--- src/rtl/fpp_cfg_pkg.sv ---
// Package: shared types for the passive-parallel configuration sequencer.
// Holds the sequencer state encoding, the drive-update actions, the result
// codes and the packed drive register with its released value.
package fpp_cfg_pkg;

    typedef enum logic [3:0] {
        ST_IDLE,
        ST_MODE,
        ST_QUIET1,
        ST_OVERRIDE,
        ST_SELECT,
        ST_QUIET2,
        ST_PULSE_LO,
        ST_PULSE_HI,
        ST_POSTCHK,
        ST_STREAM,
        ST_POLL,
        ST_XCLK,
        ST_USER,
        ST_FINAL
    } seq_state_t;

    typedef enum logic [3:0] {
        ACT_NONE,
        ACT_QUIESCE,
        ACT_OVERRIDE,
        ACT_SELECT,
        ACT_NCFG_LO,
        ACT_NCFG_HI,
        ACT_OPEN,
        ACT_CLOSE,
        ACT_RELEASE
    } drv_act_t;

    typedef enum logic [1:0] {
        RES_OK    = 2'd0,
        RES_MODE  = 2'd1,
        RES_TIME  = 2'd2,
        RES_CHECK = 2'd3
    } seq_res_t;

    typedef struct packed {
        logic nce;
        logic pr_req;
        logic ctl_en;
        logic data_en;
        logic ncfg;
        logic nstat_oe;
        logic cdone_oe;
        logic cfg_ovr_n;
        logic ncfg_ovr_n;
        logic nstat_ovr_n;
        logic cdone_ovr_n;
    } drv_t;

    localparam drv_t DRV_RELEASED = '{
        nce:         1'b1,
        pr_req:      1'b0,
        ctl_en:      1'b0,
        data_en:     1'b0,
        ncfg:        1'b1,
        nstat_oe:    1'b0,
        cdone_oe:    1'b0,
        cfg_ovr_n:   1'b1,
        ncfg_ovr_n:  1'b1,
        nstat_ovr_n: 1'b1,
        cdone_ovr_n: 1'b1
    };

endpackage

--- src/rtl/seq_counter.sv ---
// Module: seq_counter
// A cycle counter with a synchronous clear and a count enable.
// With WRAP=1 it runs 0..LIMIT-1 and hit_o marks the enabled wrap cycle
// (a prescaler tick). With WRAP=0 it saturates at LIMIT and hit_o stays
// high once the limit is reached.
// Assumes LIMIT >= 1.
module seq_counter #(
    parameter int unsigned LIMIT = 4,
    parameter bit          WRAP  = 1'b0
) (
    input  logic clk,
    input  logic rst_n,
    input  logic clr_i,
    input  logic en_i,
    output logic hit_o
);
    localparam int unsigned      CW     = $clog2(LIMIT + 1);
    localparam logic [CW-1:0]    LIM    = CW'(LIMIT);
    localparam logic [CW-1:0]    LIM_M1 = CW'(LIMIT - 1);

    logic [CW-1:0] cnt_q;

    generate
        if (WRAP) begin : g_wrap
            // Count up with wrap at LIMIT-1, cleared on request.
            always_ff @(posedge clk) begin
                if (!rst_n || clr_i) begin
                    cnt_q <= '0;
                end else if (en_i) begin
                    cnt_q <= (cnt_q == LIM_M1) ? '0 : cnt_q + 1'b1;
                end
            end
            assign hit_o = en_i && (cnt_q == LIM_M1);
        end else begin : g_sat
            // Count up and stop at LIMIT, cleared on request.
            always_ff @(posedge clk) begin
                if (!rst_n || clr_i) begin
                    cnt_q <= '0;
                end else if (en_i && (cnt_q != LIM)) begin
                    cnt_q <= cnt_q + 1'b1;
                end
            end
            assign hit_o = (cnt_q == LIM);
        end
    endgenerate

endmodule

--- src/rtl/cfg_drive_regs.sv ---
// Module: cfg_drive_regs
// Holds every pin drive towards the target in one packed register and
// applies one action per cycle as commanded by the sequencer.
// Assumes only one action is requested per cycle; reset gives the
// released drive set.
module cfg_drive_regs
    import fpp_cfg_pkg::*;
(
    input  logic     clk,
    input  logic     rst_n,
    input  drv_act_t act_i,
    output drv_t     drv_o
);
    drv_t drv_q;
    drv_t drv_d;

    // Next drive value from the requested action.
    always_comb begin
        drv_d = drv_q;
        unique case (act_i)
            ACT_QUIESCE: begin
                drv_d.nce      = 1'b1;
                drv_d.pr_req   = 1'b0;
                drv_d.ctl_en   = 1'b0;
                drv_d.data_en  = 1'b0;
                drv_d.ncfg     = 1'b1;
                drv_d.nstat_oe = 1'b0;
                drv_d.cdone_oe = 1'b0;
            end
            ACT_OVERRIDE: begin
                drv_d.cfg_ovr_n   = 1'b0;
                drv_d.ncfg_ovr_n  = 1'b0;
                drv_d.nstat_ovr_n = 1'b1;
                drv_d.cdone_ovr_n = 1'b1;
            end
            ACT_SELECT:  drv_d.nce  = 1'b0;
            ACT_NCFG_LO: drv_d.ncfg = 1'b0;
            ACT_NCFG_HI: drv_d.ncfg = 1'b1;
            ACT_OPEN: begin
                drv_d.ctl_en  = 1'b1;
                drv_d.data_en = 1'b1;
            end
            ACT_CLOSE: begin
                drv_d.ctl_en     = 1'b0;
                drv_d.data_en    = 1'b0;
                drv_d.cfg_ovr_n  = 1'b1;
                drv_d.ncfg_ovr_n = 1'b1;
                drv_d.nce        = 1'b1;
            end
            ACT_RELEASE: drv_d = DRV_RELEASED;
            default:     drv_d = drv_q;
        endcase
    end

    // Drive register with released value on reset.
    always_ff @(posedge clk) begin
        if (!rst_n) drv_q <= DRV_RELEASED;
        else        drv_q <= drv_d;
    end

    assign drv_o = drv_q;

endmodule

--- src/rtl/cfg_seq_fsm.sv ---
// Module: cfg_seq_fsm
// Sequencer for one configuration run: mode check, quiet wait, takeover,
// reset pulse, post-reset check, data window, done poll, extra clocks,
// user-mode wait, close and final check. Drive changes are issued as
// actions on state transitions; waits are bounded by timer inputs.
// Assumes tmo_i and poll_end_i come from counters cleared by phase_clr_o.
module cfg_seq_fsm
    import fpp_cfg_pkg::*;
(
    input  logic       clk,
    input  logic       rst_n,
    input  logic       start_i,
    input  logic [2:0] msel_i,
    input  logic       tgt_ncfg_i,
    input  logic       tgt_nstat_i,
    input  logic       tgt_cdone_i,
    input  logic       tgt_cdone_oe_i,
    input  logic       tgt_user_i,
    input  logic       stream_done_i,
    input  logic       dclk_ack_i,
    input  logic       tmo_i,
    input  logic       poll_end_i,
    output drv_act_t   act_o,
    output logic       phase_clr_o,
    output logic       poll_en_o,
    output logic       dclk_req_o,
    output logic       busy_o,
    output logic       done_o,
    output logic [1:0] err_o
);
    seq_state_t state_q, state_d;
    logic       fin;
    seq_res_t   fin_res;
    logic       done_q;
    logic [1:0] err_q;
    logic       pins_quiet;

    assign pins_quiet = !tgt_ncfg_i && !tgt_nstat_i;

    // Next state, drive action and run completion.
    always_comb begin
        state_d = state_q;
        act_o   = ACT_NONE;
        fin     = 1'b0;
        fin_res = RES_OK;
        unique case (state_q)
            ST_IDLE: begin
                if (start_i) state_d = ST_MODE;
            end
            ST_MODE: begin
                if (msel_i[2:1] != 2'b00) begin
                    fin = 1'b1; fin_res = RES_MODE;
                end else begin
                    state_d = ST_QUIET1;
                end
            end
            ST_QUIET1: begin
                if (pins_quiet) begin
                    act_o = ACT_QUIESCE; state_d = ST_OVERRIDE;
                end else if (tmo_i) begin
                    fin = 1'b1; fin_res = RES_TIME;
                end
            end
            ST_OVERRIDE: begin
                act_o = ACT_OVERRIDE; state_d = ST_SELECT;
            end
            ST_SELECT: begin
                act_o = ACT_SELECT; state_d = ST_QUIET2;
            end
            ST_QUIET2: begin
                if (pins_quiet) begin
                    act_o = ACT_NCFG_LO; state_d = ST_PULSE_LO;
                end else if (tmo_i) begin
                    fin = 1'b1; fin_res = RES_TIME;
                end
            end
            ST_PULSE_LO: begin
                if (!tgt_nstat_i) begin
                    act_o = ACT_NCFG_HI; state_d = ST_PULSE_HI;
                end else if (tmo_i) begin
                    fin = 1'b1; fin_res = RES_TIME;
                end
            end
            ST_PULSE_HI: begin
                if (tgt_nstat_i) begin
                    state_d = ST_POSTCHK;
                end else if (tmo_i) begin
                    fin = 1'b1; fin_res = RES_TIME;
                end
            end
            ST_POSTCHK: begin
                if (!tgt_cdone_i && tgt_cdone_oe_i) begin
                    act_o = ACT_OPEN; state_d = ST_STREAM;
                end else begin
                    fin = 1'b1; fin_res = RES_CHECK;
                end
            end
            ST_STREAM: begin
                if (stream_done_i) state_d = ST_POLL;
            end
            ST_POLL: begin
                if (tgt_cdone_i) begin
                    state_d = ST_XCLK;
                end else if (!tgt_nstat_i) begin
                    fin = 1'b1; fin_res = RES_CHECK;
                end else if (poll_end_i) begin
                    fin = 1'b1; fin_res = RES_TIME;
                end
            end
            ST_XCLK: begin
                if (dclk_ack_i) begin
                    state_d = ST_USER;
                end else if (tmo_i) begin
                    fin = 1'b1; fin_res = RES_TIME;
                end
            end
            ST_USER: begin
                if (tgt_user_i) begin
                    act_o = ACT_CLOSE; state_d = ST_FINAL;
                end else if (tmo_i) begin
                    fin = 1'b1; fin_res = RES_TIME;
                end
            end
            ST_FINAL: begin
                fin = 1'b1;
                fin_res = (tgt_user_i && tgt_cdone_i && tgt_nstat_i) ? RES_OK : RES_CHECK;
            end
            default: begin
                fin = 1'b1; fin_res = RES_CHECK;
            end
        endcase
        if (fin) begin
            act_o   = ACT_RELEASE;
            state_d = ST_IDLE;
        end
    end

    // State register.
    always_ff @(posedge clk) begin
        if (!rst_n) state_q <= ST_IDLE;
        else        state_q <= state_d;
    end

    // Completion pulse and held result code.
    always_ff @(posedge clk) begin
        if (!rst_n) begin
            done_q <= 1'b0;
            err_q  <= 2'b00;
        end else begin
            done_q <= fin;
            if (fin)                                err_q <= fin_res;
            else if (state_q == ST_IDLE && start_i) err_q <= 2'b00;
        end
    end

    assign phase_clr_o = (state_d != state_q);
    assign poll_en_o   = (state_q == ST_POLL);
    assign dclk_req_o  = (state_q == ST_XCLK);
    assign busy_o      = (state_q != ST_IDLE);
    assign done_o      = done_q;
    assign err_o       = err_q;

endmodule

--- src/rtl/fpp_cfg_seq.sv ---
// Module: fpp_cfg_seq (top)
// Passive-parallel configuration sequencer. Joins the sequencer, the drive
// register, a millisecond timeout (prescaler plus saturating ms counter)
// and a done-poll counter.
// Assumes inputs from the target are already synchronised to clk.
module fpp_cfg_seq
    import fpp_cfg_pkg::*;
#(
    parameter int unsigned TICKS_PER_MS = 100000,
    parameter int unsigned TIMEOUT_MS   = 1000,
    parameter int unsigned POLL_LIMIT   = 32'h0100_0000,
    parameter int unsigned EXTRA_DCLKS  = 15,
    localparam int unsigned DCLK_W      = $clog2(EXTRA_DCLKS + 1)
) (
    input  logic              clk,
    input  logic              rst_n,
    input  logic              start_i,
    input  logic [2:0]        msel_i,
    input  logic              tgt_ncfg_i,
    input  logic              tgt_nstat_i,
    input  logic              tgt_cdone_i,
    input  logic              tgt_cdone_oe_i,
    input  logic              tgt_user_i,
    input  logic              stream_done_i,
    input  logic              dclk_ack_i,
    output logic              drv_nce_o,
    output logic              drv_pr_req_o,
    output logic              ctl_path_en_o,
    output logic              data_path_en_o,
    output logic              drv_ncfg_o,
    output logic              drv_nstat_oe_o,
    output logic              drv_cdone_oe_o,
    output logic              cfg_ovr_n_o,
    output logic              ncfg_ovr_n_o,
    output logic              nstat_ovr_n_o,
    output logic              cdone_ovr_n_o,
    output logic              dclk_req_o,
    output logic [DCLK_W-1:0] dclk_num_o,
    output logic              busy_o,
    output logic              done_o,
    output logic [1:0]        err_o
);
    drv_act_t act;
    drv_t     drv;
    logic     phase_clr;
    logic     poll_en;
    logic     ms_tick;
    logic     tmo;
    logic     poll_end;

    cfg_seq_fsm u_fsm (
        .clk            (clk),
        .rst_n          (rst_n),
        .start_i        (start_i),
        .msel_i         (msel_i),
        .tgt_ncfg_i     (tgt_ncfg_i),
        .tgt_nstat_i    (tgt_nstat_i),
        .tgt_cdone_i    (tgt_cdone_i),
        .tgt_cdone_oe_i (tgt_cdone_oe_i),
        .tgt_user_i     (tgt_user_i),
        .stream_done_i  (stream_done_i),
        .dclk_ack_i     (dclk_ack_i),
        .tmo_i          (tmo),
        .poll_end_i     (poll_end),
        .act_o          (act),
        .phase_clr_o    (phase_clr),
        .poll_en_o      (poll_en),
        .dclk_req_o     (dclk_req_o),
        .busy_o         (busy_o),
        .done_o         (done_o),
        .err_o          (err_o)
    );

    cfg_drive_regs u_drv (
        .clk   (clk),
        .rst_n (rst_n),
        .act_i (act),
        .drv_o (drv)
    );

    seq_counter #(.LIMIT(TICKS_PER_MS), .WRAP(1'b1)) u_presc (
        .clk   (clk),
        .rst_n (rst_n),
        .clr_i (phase_clr),
        .en_i  (1'b1),
        .hit_o (ms_tick)
    );

    seq_counter #(.LIMIT(TIMEOUT_MS), .WRAP(1'b0)) u_ms (
        .clk   (clk),
        .rst_n (rst_n),
        .clr_i (phase_clr),
        .en_i  (ms_tick),
        .hit_o (tmo)
    );

    seq_counter #(.LIMIT(POLL_LIMIT), .WRAP(1'b0)) u_poll (
        .clk   (clk),
        .rst_n (rst_n),
        .clr_i (phase_clr),
        .en_i  (poll_en),
        .hit_o (poll_end)
    );

    assign drv_nce_o      = drv.nce;
    assign drv_pr_req_o   = drv.pr_req;
    assign ctl_path_en_o  = drv.ctl_en;
    assign data_path_en_o = drv.data_en;
    assign drv_ncfg_o     = drv.ncfg;
    assign drv_nstat_oe_o = drv.nstat_oe;
    assign drv_cdone_oe_o = drv.cdone_oe;
    assign cfg_ovr_n_o    = drv.cfg_ovr_n;
    assign ncfg_ovr_n_o   = drv.ncfg_ovr_n;
    assign nstat_ovr_n_o  = drv.nstat_ovr_n;
    assign cdone_ovr_n_o  = drv.cdone_ovr_n;
    assign dclk_num_o     = DCLK_W'(EXTRA_DCLKS);

endmodule

--- config.mk ---
export PLATFORM = sky130hd
export DESIGN_NAME = fpp_cfg_seq
export DESIGN_NICKNAME = d
export VERILOG_FILES = /design/src/rtl/fpp_cfg_pkg.sv /design/src/rtl/seq_counter.sv /design/src/rtl/cfg_drive_regs.sv /design/src/rtl/cfg_seq_fsm.sv /design/src/rtl/fpp_cfg_seq.sv
export SDC_FILE = /design/constraint.sdc
export NUM_CORES = 1
export LEC_CHECK = 0
export CORE_MARGIN = 3
export CORE_UTILIZATION = 60
export CTS_CLUSTER_DIAMETER = 60
export DETAILED_ROUTE_END_ITERATION = 8
export DONT_BUFFER_PORTS = 1
export GPL_ROUTABILITY_DRIVEN = 0
export GPL_TIMING_DRIVEN = 0
export PLACE_DENSITY = 0.85
export SETUP_SLACK_MARGIN = 0.5
export SLEW_MARGIN = 20
export SYNTH_ARGS = -nofsm -noshare
export SYNTH_HDL_FRONTEND = slang
export SYNTH_SLANG_ARGS = --single-unit
--- constraint.sdc ---
create_clock -name clk -period 3.03 [get_ports clk]
set_input_delay 0.606 -clock clk [delete_from_list [all_inputs] [get_ports clk]]
set_output_delay 0.606 -clock clk [all_outputs]
set_load 0.005 [all_outputs]
Word-level counts from Yosys, hierarchy flattened
Index checks and enable logic that the tools add are counted.

Register bits after elaboration: 65. Latch bits: 0. RAM bits: 0. ROM bits: 0. Bits of input ports: 13. Output and inout port bits: 20. Word-level logic and storage cells: 119. Memories kept: 0.

$add $sub $neg: 3. $mul: 0. Div/mod/pow operators: 0. $lt $le $gt $ge: 0. Equal/unequal tests: 27. Shift-type cells: 0. Muxes and demuxes: 51. Bitwise gates (word level): 0. Reductions and logical operators: 26.

Operators with widths (count): two-way mux 4 bit (13); one-hot mux 4 bit (13 select lines) (1); == test 4 x 3 -> 1 bit, second input constant (8); == test 4 bit, second input constant (7); one-hot mux 4 bit (7 select lines) (1); two-way mux 2 bit (13); adder 25 x 1 -> 25 bit, second input constant (1); == test 25 bit, second input constant (1); != test 25 bit, second input constant (1); one-hot mux 2 bit (10 select lines) (1); adder 17 x 1 -> 17 bit, second input constant (1); == test 17 bit, second input constant (1); == test 4 x 2 -> 1 bit, second input constant (4); two-way mux 1 bit (13); two-way mux 3 bit (4); nonzero test 2 bit (6); adder 10 x 1 -> 10 bit, second input constant (1); == test 10 bit, second input constant (1); != test 10 bit, second input constant (1); one-hot mux 1 bit (9 select lines) (1); == test 4 x 1 -> 1 bit, second input constant (2); one-hot mux 2 bit (2 select lines) (2); logical AND 1 bit (7); OR reduction 2 bit (3); 8 further kinds (13).

Longest topological paths before layout
Gate-level depths: netlist (run 1).

Word-level depth: 9. Gate-level depth with buffers: 10. Mapped depth without buffers: 9.

By module
Synthesis (run 1) repeated with hierarchy kept, for this count alone.

Cell total of the unflattened synthesis: 492. Area, all modules: 3971.3 sq um.

By module, submodules not included: seq_counter at u_poll (instances 1, cells each 167, area an instance 1383.8 sq um, sequential area each 500.5 sq um); seq_counter at u_presc (instances 1, cells each 101, area an instance 868.3 sq um, sequential area each 340.3 sq um); cfg_seq_fsm (instances 1, cells each 115, area an instance 824.5 sq um, sequential area each 140.1 sq um); seq_counter at u_ms (instances 1, cells each 67, area an instance 569.3 sq um, sequential area each 200.2 sq um); cfg_drive_regs (instances 1, cells each 37, area an instance 291.5 sq um, sequential area each 80.1 sq um); fpp_cfg_seq (instances 1, cells each 5, area an instance 33.8 sq um, sequential area each 0.0 sq um).

Least setup slack after synthesis (run 1)
OpenSTA, ideal clock, no wires.

Path type: in2reg. From: in tgt_nstat_i. To: reg u_presc.cnt_q[9]. Library setup time: 0.135 ns. Arrival: 2.158 ns. Data required time: 2.895 ns. Setup slack: 0.737 ns. Stages on the path: 9. Path buffers: 2. Path through: buf_4 -> nor3b_1 -> a21oi_1 -> o22ai_1 -> or4b_1 -> and4_4 -> o21ai_4 -> buf_6 -> nor3_1.

Cells in the longest elaborated chain, start to end: 8. Elaborated cells between the ends (all ways): 17. Those cells by class: eq/ne (1); mux (12); reduce/logical (4).

RTL lines: start, declared (RTL line fpp_cfg_seq.sv:20) `input logic tgt_nstat_i,`; logical NOT 1 bit (RTL line cfg_seq_fsm.sv:38) `assign pins_quiet = !tgt_ncfg_i && !tgt_nstat_i;`; logical AND 1 bit (RTL line cfg_seq_fsm.sv:38); two-way mux 4 bit, or another cell as far along (RTL line cfg_seq_fsm.sv:71) `if (pins_quiet) begin`; one-hot mux 4 bit (13 select lines) / one-hot mux 1 bit (9 select lines) (equally long branches) (RTL line cfg_seq_fsm.sv:46) `unique case (state_q)`; two-way mux 4 bit * (RTL line cfg_seq_fsm.sv:132) `if (fin) begin`; != test 4 bit * (RTL line cfg_seq_fsm.sv:156) `assign phase_clr_o = (state_d != state_q);`; logical OR 1 bit * (RTL line seq_counter.sv:27) `if (!rst_n || clr_i) begin`; OR reduction 2 bit (no line) *; end signal, assigned (RTL line seq_counter.sv:30) `cnt_q <= (cnt_q == LIM_M1) ? '0 : cnt_q + 1'b1;`; end, declared (RTL line seq_counter.sv:21) `logic [CW-1:0] cnt_q;`.

Mark *: on every way between the ends. The rest lies on a longest branch, timed or not. A chain may end at the register's enable or synchronous reset.

Final worst setup path (run 1)
From: reg u_fsm.state_q[3]. To: reg u_presc.cnt_q[12].

Cells in the longest elaborated chain, start to end: 7. Elaborated cells between the ends (all ways): 32. Those cells by class: eq/ne (13); mux (14); reduce/logical (5).

RTL lines: start, declared (RTL line cfg_seq_fsm.sv:31) `seq_state_t state_q, state_d;`; start signal, assigned (RTL line cfg_seq_fsm.sv:141) `else state_q <= state_d;`; == test 4 x 2 -> 1 bit, or another cell as far along (RTL line cfg_seq_fsm.sv:46); OR reduction 4 bit (no line) / OR reduction 2 bit (equally long branches); one-hot mux 1 bit (9 select lines) (RTL line cfg_seq_fsm.sv:46); two-way mux 4 bit (RTL line cfg_seq_fsm.sv:132); != test 4 bit * (RTL line cfg_seq_fsm.sv:156); logical OR 1 bit * (RTL line seq_counter.sv:27); OR reduction 2 bit (no line) *.

Marks and branches as above.

==> metrics.md, run 1 <==
| Metric | Value |
|---|---|
| Critical path type | flip-flop to flip-flop |
| Critical path capture point type | flip-flop |
| Clk Tree Root Cell | clkbuf_8 |
| Clock transition at path regs | about 0.07 ns |
| R2r setup slk | approximately 0.63 ns |
| Clk sinks | 63 |
| Antenna cells | 0 |
| Period utilization | 0.791 |
| Max Cap Viol | 0 |
| Total grt overflow | 0 |
| Routed wire length | roughly 7100 µm |
| Wire length per cell | about 14 µm |
| DRT iter0 DRCs | between 150 and 200 |
| Skew-Pair Late Insertion Delay | between 0.3 and 0.4 ns |
| Compound-cell area share of the yosys netlist | 0.103 |
| Detailed Routing Iterations Pass 1 | 5 |
| Storage cell area | between 1000 and 1500 µm² |
| Syn Area/Cell | roughly 8.1 µm² |
| Slowest Stage Delay on Critical Path | between 0.5 and 0.6 ns |
| Sequential area share after synthesis | 0.372 |
| Worst Hold End | u_drv.drv_o[8]$_SDFFE_PN0P_ |
| Share of cells above drive strength 1 | 0.120 |
| Crit path max-delay family | simple AND/OR/NAND/NOR gates |
| Setup TNS Final | 0 ns |
| CTS tree | built |
| Final setup fails | 0 |
| Arrival time worst endpoint | between 2 and 3 ns |
| Critical Path RT | 3.25 ns |
| Async S/R FF share, synth | 0 |
| RSZ-0062 raised after global routing | false |
| Setup Buffers After CTS | 0 |
| Max frequency | ~0.42 GHz |
| Crit-path max FO | 10 |
| Xor and xnor area share after synthesis | 0.121 |
| Most used flip-flop cell after synthesis | dfxtp_1 |
| Final min period | 2.40 ns |
| Row cnt | 26 |
| Initial antenna violation count | 0 |
| Die height | around 81 µm |
| Fill cell count | ~420 |
| Die ar. | between 6000 and 7000 µm² |
| Slew headroom | 0.533 |
| Worst r2r src | u_fsm.state_q[3]$_SDFF_PN0_ |
| Width of the die | roughly 80 µm |
| Post-synthesis mux area share | 0.00959 |
| Post-synthesis register bit count | 63 |
| Crit-path cells | buf_2 > inv_2 > nand3_1 > a21o_1 > or4b_1 > and4_4 > o21ai_4 > buf_4 > nor2_1 |
| WP buf/inv | 3 |
| Yosys warns | 0 |
| Worst-margin pin slew | a little under 0.7 ns |
| Cts bufs inserted | 9 |
| Worst hold path class | input port to flip-flop |
| Final Slew Violations | 0 |
| Starting Density | 0.643 |
| Largest family of logic cells by synthesized area | simple AND/OR/NAND/NOR gates |
| # resized after CTS | 0 |
| Synth-to-layout area growth | 10.7% |
| Vias in the first global route | 2,723 |
| Port Buffer Count | 0 |
| EDFF count, synth | 0 |
| Type of origin of the critical path | flip-flop |
| I/O pin cnt | 33 |
| Cts hold-fix bufs | 0 |
| First-pass GRT wire length | roughly 12,000 µm |
| Worst R2R Path Depth | 9 |
| Post-synthesis cell count | 420 |
| Reg2reg end | u_presc.cnt_q[12]$_SDFF_PP0_ |
| Final hold vios | 0 |
| Hold Path Stages | 2 |
| Synth unique cells | 55 |
| Adder-cell share of the synthesized area | 0.0185 |
| PD cells | between 400 and 500 nW/µm² |
| Synth Area in Simple Gates | 0.307 |
| Clk_skew | roughly 0.01 ns |
| Lkg Pwr | about 1.3 nW |
| Area post-placement | between 3000 and 4000 µm² |
| Antenna Nets Post-Route | 0 |
| Vias | slightly below 3k |
| Slowest-stage cell, CP | or4b_1 |
| Total GRT Usage | 0.239 |
| Core ar. | between 5000 and 6000 µm² |
| Net count, final | 456 |
| Max clock buf depth | 2 |
| Area of the multi-input gates | 1950 µm² |
| Hold_sp | rst_n |
| Residual DRC | 0 |
| Status | complete, no violations |
| Design area | 3750 µm² |
| H-tree depth | 3 |
| Synthesized cell area | between 3000 and 4000 µm² |
| Largest net degree at the start of global routing | 11 |
| Via density per instance | ~5.7 |
| Dpl hpwl | about 5000 µm |
| Tot Pwr | around 0.0018 W |
| Worst vdd ir | about 0.00037 V |
cell families (layout without fill, tap and decap cells):
| family | count (synthesis) | after routing |
|---|---|---|
| and+or+nand+nor | 208 | 208 |
| DFF | 63 | 63 |
| AOI/OAI and AO/OA | 51 | 51 |
| xor gates and xnor gates | 47 | 47 |
| buffers and inverters | 41 | 56 |
| adders and majority gates | 5 | 5 |
| muxes | 3 | 3 |
| other | 2 | 9 |
worst max path at each step:
| stage | from | endpoint | slack [ns] | cells past startpoint |
|---|---|---|---|---|
| floorplan | tgt_nstat_i | u_presc.cnt_q[9]$_SDFF_PP0_ | 0.74 | 9 |
| global placement | tgt_nstat_i | u_presc.cnt_q[11]$_SDFF_PP0_ | 0.50 | 9 |
| detailed placement | tgt_nstat_i | u_poll.cnt_q[1]$_SDFFE_PP0P_ | 0.47 | 9 |
| CTS | u_fsm.state_q[0]$_SDFF_PN0_ | u_drv.drv_o[6]$_SDFFE_PN1P_ | 0.61 | 7 |
| global route | u_poll.cnt_q[7]$_SDFFE_PP0P_ | u_presc.cnt_q[11]$_SDFF_PP0_ | 0.48 | 8 |
| finish | u_fsm.state_q[3]$_SDFF_PN0_ | u_presc.cnt_q[12]$_SDFF_PP0_ | 0.63 | 9 |
layout make-up:
class	count	share of cell area
Multi-Input combinational cell	323	0.519
Sequential cell	63	0.336
Buffer	25	0.0447
Clock buffer	12	0.0440
Tap cell	70	0.0233
Clock inverter	3	0.0173
Inverter	16	0.0160
cells in the final DEF, fill, tap and decap left out, types with 3 or more instances in the layout:
| cell | count |
|---|---|
| nand2_1 | 25 |
| inv_1 | 15 |
| xor2_1 | 19 |
| nor4_1 | 7 |
| and4_1 | 5 |
| o21ai_0 | 8 |
| buf_4 | 16 |
| nand2b_1 | 4 |
| nor2_1 | 81 |
| xnor2_1 | 28 |
| ha_1 | 5 |
| a31oi_1 | 5 |
| nor3_2 | 4 |
| o22ai_1 | 3 |
| o31ai_1 | 3 |
| buf_2 | 4 |
| clkbuf_8 | 12 |
| a21oi_1 | 13 |
| nand3_1 | 27 |
| nand4_1 | 11 |
| dfxtp_1 | 63 |
| nor3b_1 | 3 |
| and2_1 | 4 |
| nor2b_1 | 5 |
| conb_1 | 9 |
| and3_1 | 5 |
| nor3_1 | 12 |
cell usage after synthesis (2+ instances only):
cell type | n | area (µm²)
and4_1 | 5 | 43.8
o22ai_1 | 3 | 18.8
xnor2_1 | 28 | 245
clkbuf_1 | 2 | 7.51
nor2b_1 | 6 | 37.5
a21oi_1 | 13 | 65.1
nor3_1 | 12 | 60.1
nor4_1 | 8 | 50.1
xor2_1 | 19 | 166
nand2b_1 | 4 | 25.0
a22o_1 | 2 | 17.5
nor2_1 | 81 | 304
o21ai_0 | 8 | 40.0
nand2_1 | 25 | 93.8
a31oi_1 | 5 | 31.3
mux2_2 | 2 | 22.5
a311oi_1 | 2 | 17.5
ha_1 | 5 | 62.6
o31ai_1 | 3 | 22.5
o211ai_1 | 2 | 15.0
or4_1 | 2 | 15.0
inv_1 | 15 | 56.3
and2_1 | 4 | 25.0
buf_1 | 2 | 7.51
conb_1 | 2 | 7.51
nor3_2 | 4 | 40.0
nor3b_1 | 3 | 22.5
buf_2 | 4 | 20.0
nor4b_1 | 2 | 17.5
and3_1 | 5 | 31.3
nor2_2 | 2 | 12.5
a32oi_1 | 2 | 17.5
o21a_1 | 2 | 15.0
nand4_1 | 11 | 68.8
dfxtp_1 | 63 | 1260
nand3_1 | 27 | 135
a2bb2oi_1 | 2 | 17.5
buf_4 | 16 | 120
registers in the layout (all words and copies together) (netlist names):
name / count
u_poll.cnt_q: 25
u_presc.cnt_q: 17
u_ms.cnt_q: 10
u_drv.drv_o: 4
u_fsm.state_q: 4
u_fsm.err_o: 2
u_fsm.done_o: 1
layer usage:
metal	GRT usage	share of wire
met3	0.0809	0.074
met4	0.0861	0.020
met1	0.283	0.43
met5	0	0
met2	0.400	0.48
metrics by stage:
| step | hold WS, ns | worst slack, ns | cells | util |
|---|---|---|---|---|
| final | 0.412 | 0.634 | 512 | 0.712 |
| after global routing | 0.409 | 0.483 | 512 | 0.712 |
| after CTS | 0.404 | 0.607 | 512 | 0.709 |
| after detailed placement | 0.486 | 0.472 | 497 | 0.665 |
| after global placement | 0.465 | 0.501 | 497 | 0.665 |
| after floorplan | 0.453 | 0.737 | 427 | - |
worst reg2reg max path, stage by stage (launching register included):
cell     delay, ns
dfxtp_1       0.40
buf_2         0.24
inv_2         0.09
nand3_1       0.07
a21o_1        0.17
or4b_1        0.52
and4_4        0.23
o21ai_4       0.26
buf_4         0.24
nor2_1        0.06
report_power, final:
| group | switching [W] | total, W | leakage [nW] | internal (W) |
|---|---|---|---|---|
| registers | 0.00000743 | 0.000843 | 0.508 | 0.000836 |
| logic | 0.0000952 | 0.000148 | 0.625 | 0.0000524 |
| clock network | 0.000314 | 0.000839 | 0.118 | 0.000525 |
(Power assumes the default switching activity.)
==> inputs of run 2 (changes only) <==
==> constraint.sdc (replaced) <==
create_clock -name clk -period 2.5 [get_ports clk]
set_input_delay 0.5 -clock clk [delete_from_list [all_inputs] [get_ports clk]]
set_output_delay 0.5 -clock clk [all_outputs]
set_load 0.005 [all_outputs]
==> run 2 against run 1 <==
  * Combinational power rose by 80%
  * Sequential power is 22% higher
  * Via count is 9.6% higher
  * Utilization rose by 6.3 points
  * First-iteration DRC count grew 140%
  * Clock power up 6.6%
  * Die area is the same
  * Maximum frequency rose by 6.5%
  * Register-to-register slack got worse by 0.38 ns
  * Setup slack worse by 0.38 ns
  * Largest cell class unchanged
==> metrics.md, run 2 (synthesis gave the netlist of run 1 again) <==
| Metric | Value |
|---|---|
| Skew-Pair Late Insertion Delay | 0.35 ns (was 0.34 ns) |
| Clk_skew | 0.0106 ns (was 0.0102 ns) |
| First-pass GRT wire length | 14,300 µm (was 12,100 µm) |
| Initial antenna violation count | 0 (unchanged) |
| Worst Hold End | u_drv.drv_o[6]$_SDFFE_PN1P_ (was u_drv.drv_o[8]$_SDFFE_PN0P_) |
| Worst setup margin | 0.251 ns (was 0.634 ns) |
| Routed wire length | 8930 µm (was 7130 µm) |
| Slew headroom | 0.522 (was 0.533) |
| Die ar. | 6590 µm² (unchanged) |
| Type of origin of the critical path | flip-flop (unchanged) |
| Synth-to-layout area growth | 20.4% (was 10.7%) |
| Dpl hpwl | 5200 µm (was 4980 µm) |
| Worst vdd ir | 0.000334 V (was 0.000373 V) |
| Critical path capture point type | flip-flop (unchanged) |
| Met2 Use GR | 0.474 (was 0.400) |
| Vias in the first global route | 3,061 (was 2,723) |
| Final cell count without fillers | 528 (was 512) |
| Hold Path Stages | 2 (unchanged) |
| Row cnt | 26 (unchanged) |
| Lkg Pwr | 1.39 nW (was 1.25 nW) |
| R2r setup slk | 0.25 ns (was 0.63 ns) |
| Wire length per cell | 16.9 µm (was 13.9 µm) |
| Final min period | 2.25 ns (was 2.40 ns) |
| Clk Tree Root Cell | clkbuf_8 (unchanged) |
| GRT met1 Usage | 0.320 (was 0.283) |
| Critical Path RT | 2.74 ns (was 3.25 ns) |
| Gr busiest metal | met2 (unchanged) |
| Max clock buf depth | 2 (unchanged) |
| H-tree depth | 3 (unchanged) |
| Worst hold path class | input port to flip-flop (unchanged) |
| Final Slew Violations | 0 (unchanged) |
| Max reg flops | 25 (unchanged) |
| Worst r2r src | u_fsm.state_q[1]$_SDFF_PN0_ (was u_fsm.state_q[3]$_SDFF_PN0_) |
| Crit-path max FO | 10 (unchanged) |
| Starting Density | 0.643 (unchanged) |
| Worst-margin pin slew | 0.711 ns (was 0.695 ns) |
| Antenna cells | 0 (unchanged) |
| Max frequency | 0.445 GHz (was 0.417 GHz) |
| Vias | 3,207 (was 2,925) |
| Antenna Nets Post-Route | 0 (unchanged) |
| Width of the die | 81.2 µm (unchanged) |
| Via density per instance | 6.07 (was 5.71) |
| Die height | 81.2 µm (unchanged) |
| Status | complete, no violations (unchanged) |
| Final setup fails | 0 (unchanged) |
| Commonest cells after routing, fill and taps aside | 78 x nor2_1, 59 x dfxtp_1, 28 x xnor2_1, 26 x nand3_1 (was 81 x nor2_1, 63 x dfxtp_1, 28 x xnor2_1, 27 x nand3_1, 25 x nand2_1) |
| Total GRT Usage | 0.284 (was 0.239) |
| Tot Pwr | 0.00219 W (was 0.00183 W) |
| Top flop regs | u_poll.cnt_q (25), u_presc.cnt_q (17), u_ms.cnt_q (10) (unchanged) |
| Max Cap Viol | 0 (unchanged) |
| Worst R2R Path Depth | 10 (was 9) |
| Cts bufs inserted | 9 (unchanged) |
| Core ar. | 5270 µm² (unchanged) |
| I/O pin cnt | 33 (unchanged) |
| Largest net degree at the start of global routing | 13 (was 11) |
| Pre-CTS setup slack | 0.113 ns (was 0.472 ns) |
| Clk sinks | 63 (unchanged) |
| Period utilization | 0.900 (was 0.791) |
| Placed insts | 497 (unchanged) |
| Hold_sp | tgt_ncfg_i (was rst_n) |
| RSZ-0062 raised after global routing | true (was false) |
| Total grt overflow | 0 (unchanged) |
| CTS tree | built (unchanged) |
| Final hold vios | 0 (unchanged) |
| Clock transition at path regs | 0.08 ns (was 0.07 ns) |
| Met3 usage | 0.0965 (was 0.0809) |
| Detailed Routing Iterations Pass 1 | 6 (was 5) |
| DRT iter0 DRCs | 423 (was 179) |
| Leading cell type in the layout, fill and taps excluded | nor2_1 (unchanged) |
| Reg2reg end | u_poll.cnt_q[3]$_SDFFE_PP0P_ (was u_presc.cnt_q[12]$_SDFF_PP0_) |
| Critical path type | flip-flop to flip-flop (unchanged) |
| PD cells | 535 nW/µm² (was 488 nW/µm²) |
| Reg with most FFs | u_poll.cnt_q (unchanged) |
| Share of cells above drive strength 1 | 0.218 (was 0.120) |
| Port Buffer Count | 0 (unchanged) |
| Arrival time worst endpoint | 2.49 ns (was 2.62 ns) |
| Residual DRC | 0 (unchanged) |
| Setup TNS Final | 0 ns (unchanged) |
| Net count, final | 471 (was 456) |
## run 2: cell count changes in the layout (fill, tap and decap cells not counted), moves of 4 or more
cell,delta
nor3_1,-5
buf_8,+6
dfxtp_1,-4
buf_4,+8
buf_2,-4
nor3_2,+4
## run 2: how the worst max path moves through the flow
stage	end	from	cells past startpoint
final	u_poll.cnt_q[3]$_SDFFE_PP0P_	u_fsm.state_q[1]$_SDFF_PN0_	10
after global placement	u_poll.cnt_q[24]$_SDFFE_PP0P_	u_fsm.state_q[1]$_SDFF_PN0_	8
after global routing	u_ms.cnt_q[2]$_SDFFE_PP0P_	u_ms.cnt_q[0]$_SDFFE_PP0P_	9
after detailed placement	u_poll.cnt_q[24]$_SDFFE_PP0P_	u_fsm.state_q[1]$_SDFF_PN0_	8
after floorplan	u_presc.cnt_q[9]$_SDFF_PP0_	tgt_nstat_i	9
after CTS	u_poll.cnt_q[21]$_SDFFE_PP0P_	u_fsm.state_q[1]$_SDFF_PN0_	10
## run 2: timing repair
action / CTS / global route
hold buffers: 0 / 0
setup buffers: 10 / 3
pin swaps: 12 / 2
hold endpoints to repair: 0 / 0
setup endpoints to repair: 63 / 63
resized for setup: 55 / 9
cloned: 2 / 0
## run 2: report_power, final
part	leakage (nW)	total, W	internal, W	switching [W]
clock network	0.0956	0.000894	0.000461	0.000432
registers	0.510	0.00103	0.00101	0.0000131
logic	0.785	0.000267	0.000122	0.000144
total	1.39	0.00219	0.00160	0.000590
## run 2: critical path: stages, from the launching register on
cell and delay, ns:
dfxtp_4 0.37, buf_6 0.12, nor2b_1 0.09, o21ai_1 0.15, a21o_1 0.19, or4b_4 0.50
and4_4 0.22, o21ai_4 0.16, buf_12 0.15, buf_8 0.14, nor2_1 0.05
## run 2: layer usage
layer  vias to the layer above  share of wire
li1                       1494              -
met1                      1464           0.39
met2                       181           0.48
met3                        68          0.085
met4                         0          0.051
met5                         -              0
## run 2: stage by stage
stage                     instance area (µm²)  hold WS (ns)   util
after detailed placement                 3520         0.485  0.668
after global routing                     4080         0.307  0.775
final                                    4080         0.308  0.775
after floorplan                          3430         0.453      -
after CTS                                4030         0.308  0.765
after global placement                   3520         0.472  0.668
## run 2: area by class of cell
type                       instances  area, µm²
clock inverter                     7       72.6
clock buffer                       9        124
tap                               70       87.6
inverter                          16       60.1
buffer                            25        233
sequential                        63       1270
fill                             343       1190
timing repair buffer              15        133
multi-input combinational        323       2110
==> inputs of run 3 (changes only) <==
--- a/config.mk
+++ b/config.mk
@@ -6,13 +6,13 @@
 export NUM_CORES = 1
 export LEC_CHECK = 0
 export CORE_MARGIN = 3
-export CORE_UTILIZATION = 60
+export CORE_UTILIZATION = 47
 export CTS_CLUSTER_DIAMETER = 60
 export DETAILED_ROUTE_END_ITERATION = 8
 export DONT_BUFFER_PORTS = 1
 export GPL_ROUTABILITY_DRIVEN = 0
 export GPL_TIMING_DRIVEN = 0
-export PLACE_DENSITY = 0.85
+export PLACE_DENSITY = 0.71
 export SETUP_SLACK_MARGIN = 0.5
 export SLEW_MARGIN = 20
 export SYNTH_ARGS = -nofsm -noshare
==> run 3 against run 2 <==
  * Via count is 1.9% lower
  * Clock power grew 2.6%
  * Combinational power grew 3%
  * Die area rose by 25%
  * Cell area is 3.7% higher
  * Utilization is 16 points lower
  * Flip-flop and latch count stayed put
==> metrics.md, run 3 (synthesis gave the netlist of run 1 again) <==
| Metric | Value |
|---|---|
| Status | complete, no violations (unchanged) |
| Row cnt | 30 (was 26) |
| Worst-margin pin slew | 0.669 ns (was 0.711 ns) |
| Max clock buf depth | 2 (unchanged) |
| Clk_skew | 0.0115 ns (was 0.0106 ns) |
| PD cells | 523 nW/µm² (was 535 nW/µm²) |
| Largest net degree at the start of global routing | 13 (unchanged) |
| Pre-CTS setup slack | 0.122 ns (was 0.113 ns) |
| Detailed Routing Iterations Pass 1 | 7 (was 6) |
| Via density per instance | 5.63 (was 6.07) |
| DR WL met2 | 3830 µm (was 4250 µm) |
| Die ar. | 8270 µm² (was 6590 µm²) |
| Met1 wire length | 3500 µm (was 3470 µm) |
| Max Cap Viol | 0 (unchanged) |
| Slew headroom | 0.550 (was 0.522) |
| CTS tree | built (unchanged) |
| Starting Density | 0.491 (was 0.643) |
| Met3 wire len | 727 µm (was 756 µm) |
| Total grt overflow | 0 (unchanged) |
| Wire length per cell | 14.8 µm (was 16.9 µm) |
| Crit-path max FO | 10 (unchanged) |
| Slowest Stage Delay on Critical Path | 0.49 ns (was 0.50 ns) |
| Vias in the first global route | 2,787 (was 3,061) |
| Synth-to-layout area growth | 24.9% (was 20.4%) |
| Clk Tree Root Cell | clkbuf_8 (unchanged) |
| Type of origin of the critical path | flip-flop (unchanged) |
| Core ar. | 6910 µm² (was 5270 µm²) |
| Residual DRC | 0 (unchanged) |
| Total GRT Usage | 0.188 (was 0.284) |
| Die height | 90.9 µm (was 81.2 µm) |
| Share of cells above drive strength 1 | 0.251 (was 0.218) |
| Final Util | 0.613 (was 0.775) |
| Max reg flops | 25 (unchanged) |
| Skew-Pair Late Insertion Delay | 0.35 ns (about the same) |
| I/O pin cnt | 33 (unchanged) |
| Crit-path cells | buf_2 > nor2b_1 > o21ai_1 > a21o_1 > or4b_4 > and4_4 > o21ai_4 > buf_12 > buf_6 > nor2_1 (was buf_6 > nor2b_1 > o21ai_1 > a21o_1 > or4b_4 > and4_4 > o21ai_4 > buf_12 > buf_8 > nor2_1) |
| H-tree depth | 3 (unchanged) |
| Area post-placement | 3550 µm² (was 3520 µm²) |
| Leading cell type in the layout, fill and taps excluded | nor2_1 (unchanged) |
| Dpl hpwl | 5170 µm (was 5200 µm) |
| Final hold vios | 0 (unchanged) |
| Reg with most FFs | u_poll.cnt_q (unchanged) |
| Clock transition at path regs | 0.08 ns (about the same) |
| Placed insts | 523 (was 497) |
| Initial antenna violation count | 0 (unchanged) |
| Hold Path Stages | 2 (unchanged) |
| Critical path capture point type | flip-flop (unchanged) |
| Antenna cells | 0 (unchanged) |
| Cts bufs inserted | 9 (unchanged) |
| Final Slew Violations | 0 (unchanged) |
| First-pass GRT wire length | 12,900 µm (was 14,300 µm) |
| WP buf/inv | 3 (unchanged) |
| Final min period | 2.25 ns (about the same) |
| Antenna Nets Post-Route | 0 (unchanged) |
| Max frequency | 0.444 GHz (was 0.445 GHz) |
| Lkg Pwr | 1.41 nW (was 1.39 nW) |
| Top flop regs | u_poll.cnt_q (25), u_presc.cnt_q (17), u_ms.cnt_q (10) (unchanged) |
| DRT iter0 DRCs | 194 (was 423) |
| Commonest cells after routing, fill and taps aside | 78 x nor2_1, 55 x dfxtp_1, 28 x xnor2_1, 26 x nand3_1, 25 x buf_4 (was 78 x nor2_1, 59 x dfxtp_1, 28 x xnor2_1, 26 x nand3_1) |
| Port Buffer Count | 0 (unchanged) |
| Worst hold path class | input port to flip-flop (unchanged) |
| Design area | 4240 µm² (was 4080 µm²) |
| CP Depth | 10 (unchanged) |
| Width of the die | 90.9 µm (was 81.2 µm) |
| Cts hold-fix bufs | 0 (unchanged) |
| Worst setup margin | 0.246 ns (was 0.251 ns) |
| Period utilization | 0.901 (was 0.900) |
| Top sig layer | met4 (unchanged) |
| Vias | 3,146 (was 3,207) |
| Routed wire length | 8300 µm (was 8930 µm) |
| Setup TNS Final | 0 ns (unchanged) |
| Worst R2R Path Depth | 10 (unchanged) |
| Slowest-stage cell, CP | or4b_4 (unchanged) |
| Critical path type | flip-flop to flip-flop (unchanged) |
| Critical Path RT | 2.74 ns (about the same) |
| Worst vdd ir | 0.000447 V (was 0.000334 V) |
| Final cell count without fillers | 559 (was 528) |
| Final setup fails | 0 (unchanged) |
| RSZ-0062 raised after global routing | true (unchanged) |
| Crit path max-delay family | simple AND/OR/NAND/NOR gates (unchanged) |
| Arrival time worst endpoint | 2.49 ns (about the same) |
| Fill cell count | 598 (was 343) |
| Clk sinks | 63 (unchanged) |
| Net count, final | 476 (was 471) |
## run 3: cell types whose count changed in the layout (fill, tap and decap cells not counted), moves of 3 or more
| cell | delta |
|---|---|
| buf_6 | +5 |
| dfxtp_1 | -4 |
| dfxtp_2 | +4 |
| buf_8 | -3 |
| nor3_1 | +3 |
| nor4_2 | +3 |
## run 3: layout make-up
type                            instances  area [µm²]  area share
Inverter                               16        60.1      0.0142
Multi-Input combinational cell        323        2160       0.509
Tap cell                               96         120      0.0284
Clock buffer                           10         138      0.0325
Clock inverter                          6        70.1      0.0165
Buffer                                 25         234      0.0552
Timing Repair Buffer                   20         184      0.0434
Sequential cell                        63        1270       0.301
## run 3: metrics by stage
step	total power, W	hold WS [ns]
2_1_floorplan	0.00118	0.453
3_3_place_gp	0.00122	0.470
3_5_place_dp	0.00122	0.480
4_1_cts	0.00221	0.271
5_1_grt	0.00228	0.268
6_report	0.00222	0.280
## run 3: layer usage
metal / vias up / track usage
li1: 1505 / -
met1: 1451 / 0.240
met2: 153 / 0.294
met3: 37 / 0.0704
met4: 0 / 0.0603
met5: - / 0
## run 3: power breakdown
part           internal, W  leakage (nW)  total [W]  switching [W]
sequential         0.00101         0.512    0.00103      0.0000127
combinational     0.000129         0.805   0.000274       0.000145
clock             0.000490        0.0947   0.000917       0.000426
total              0.00163          1.41    0.00222       0.000584
## run 3: final timing paths
| kind | from | endpoint | slack (ns) |
|---|---|---|---|
| worst max-delay path | u_fsm.state_q[1]$_SDFF_PN0_ | u_ms.cnt_q[3]$_SDFFE_PP0P_ | 0.25 |
| worst min-delay path | rst_n | u_fsm.state_q[2]$_SDFF_PN0_ | 0.28 |
| worst max register to register | u_fsm.state_q[1]$_SDFF_PN0_ | u_ms.cnt_q[3]$_SDFFE_PP0P_ | 0.25 |
| worst min register to register | u_presc.cnt_q[0]$_SDFF_PP0_ | u_presc.cnt_q[0]$_SDFF_PP0_ | 0.48 |
## run 3: worst register-to-register path: stages, from the launching register on
cell	delay [ns]
dfxtp_2	0.34
buf_2	0.17
nor2b_1	0.11
o21ai_1	0.17
a21o_1	0.18
or4b_4	0.49
and4_4	0.18
o21ai_4	0.16
buf_12	0.15
buf_6	0.14
nor2_1	0.06
## run 3: what timing repair did
item | CTS | global route
pin swaps | 9 | 8
gates resized for setup | 53 | 28
gates cloned | 2 | 0
setup buffers | 13 | 5
endpoints found under the setup margin | 63 | 61
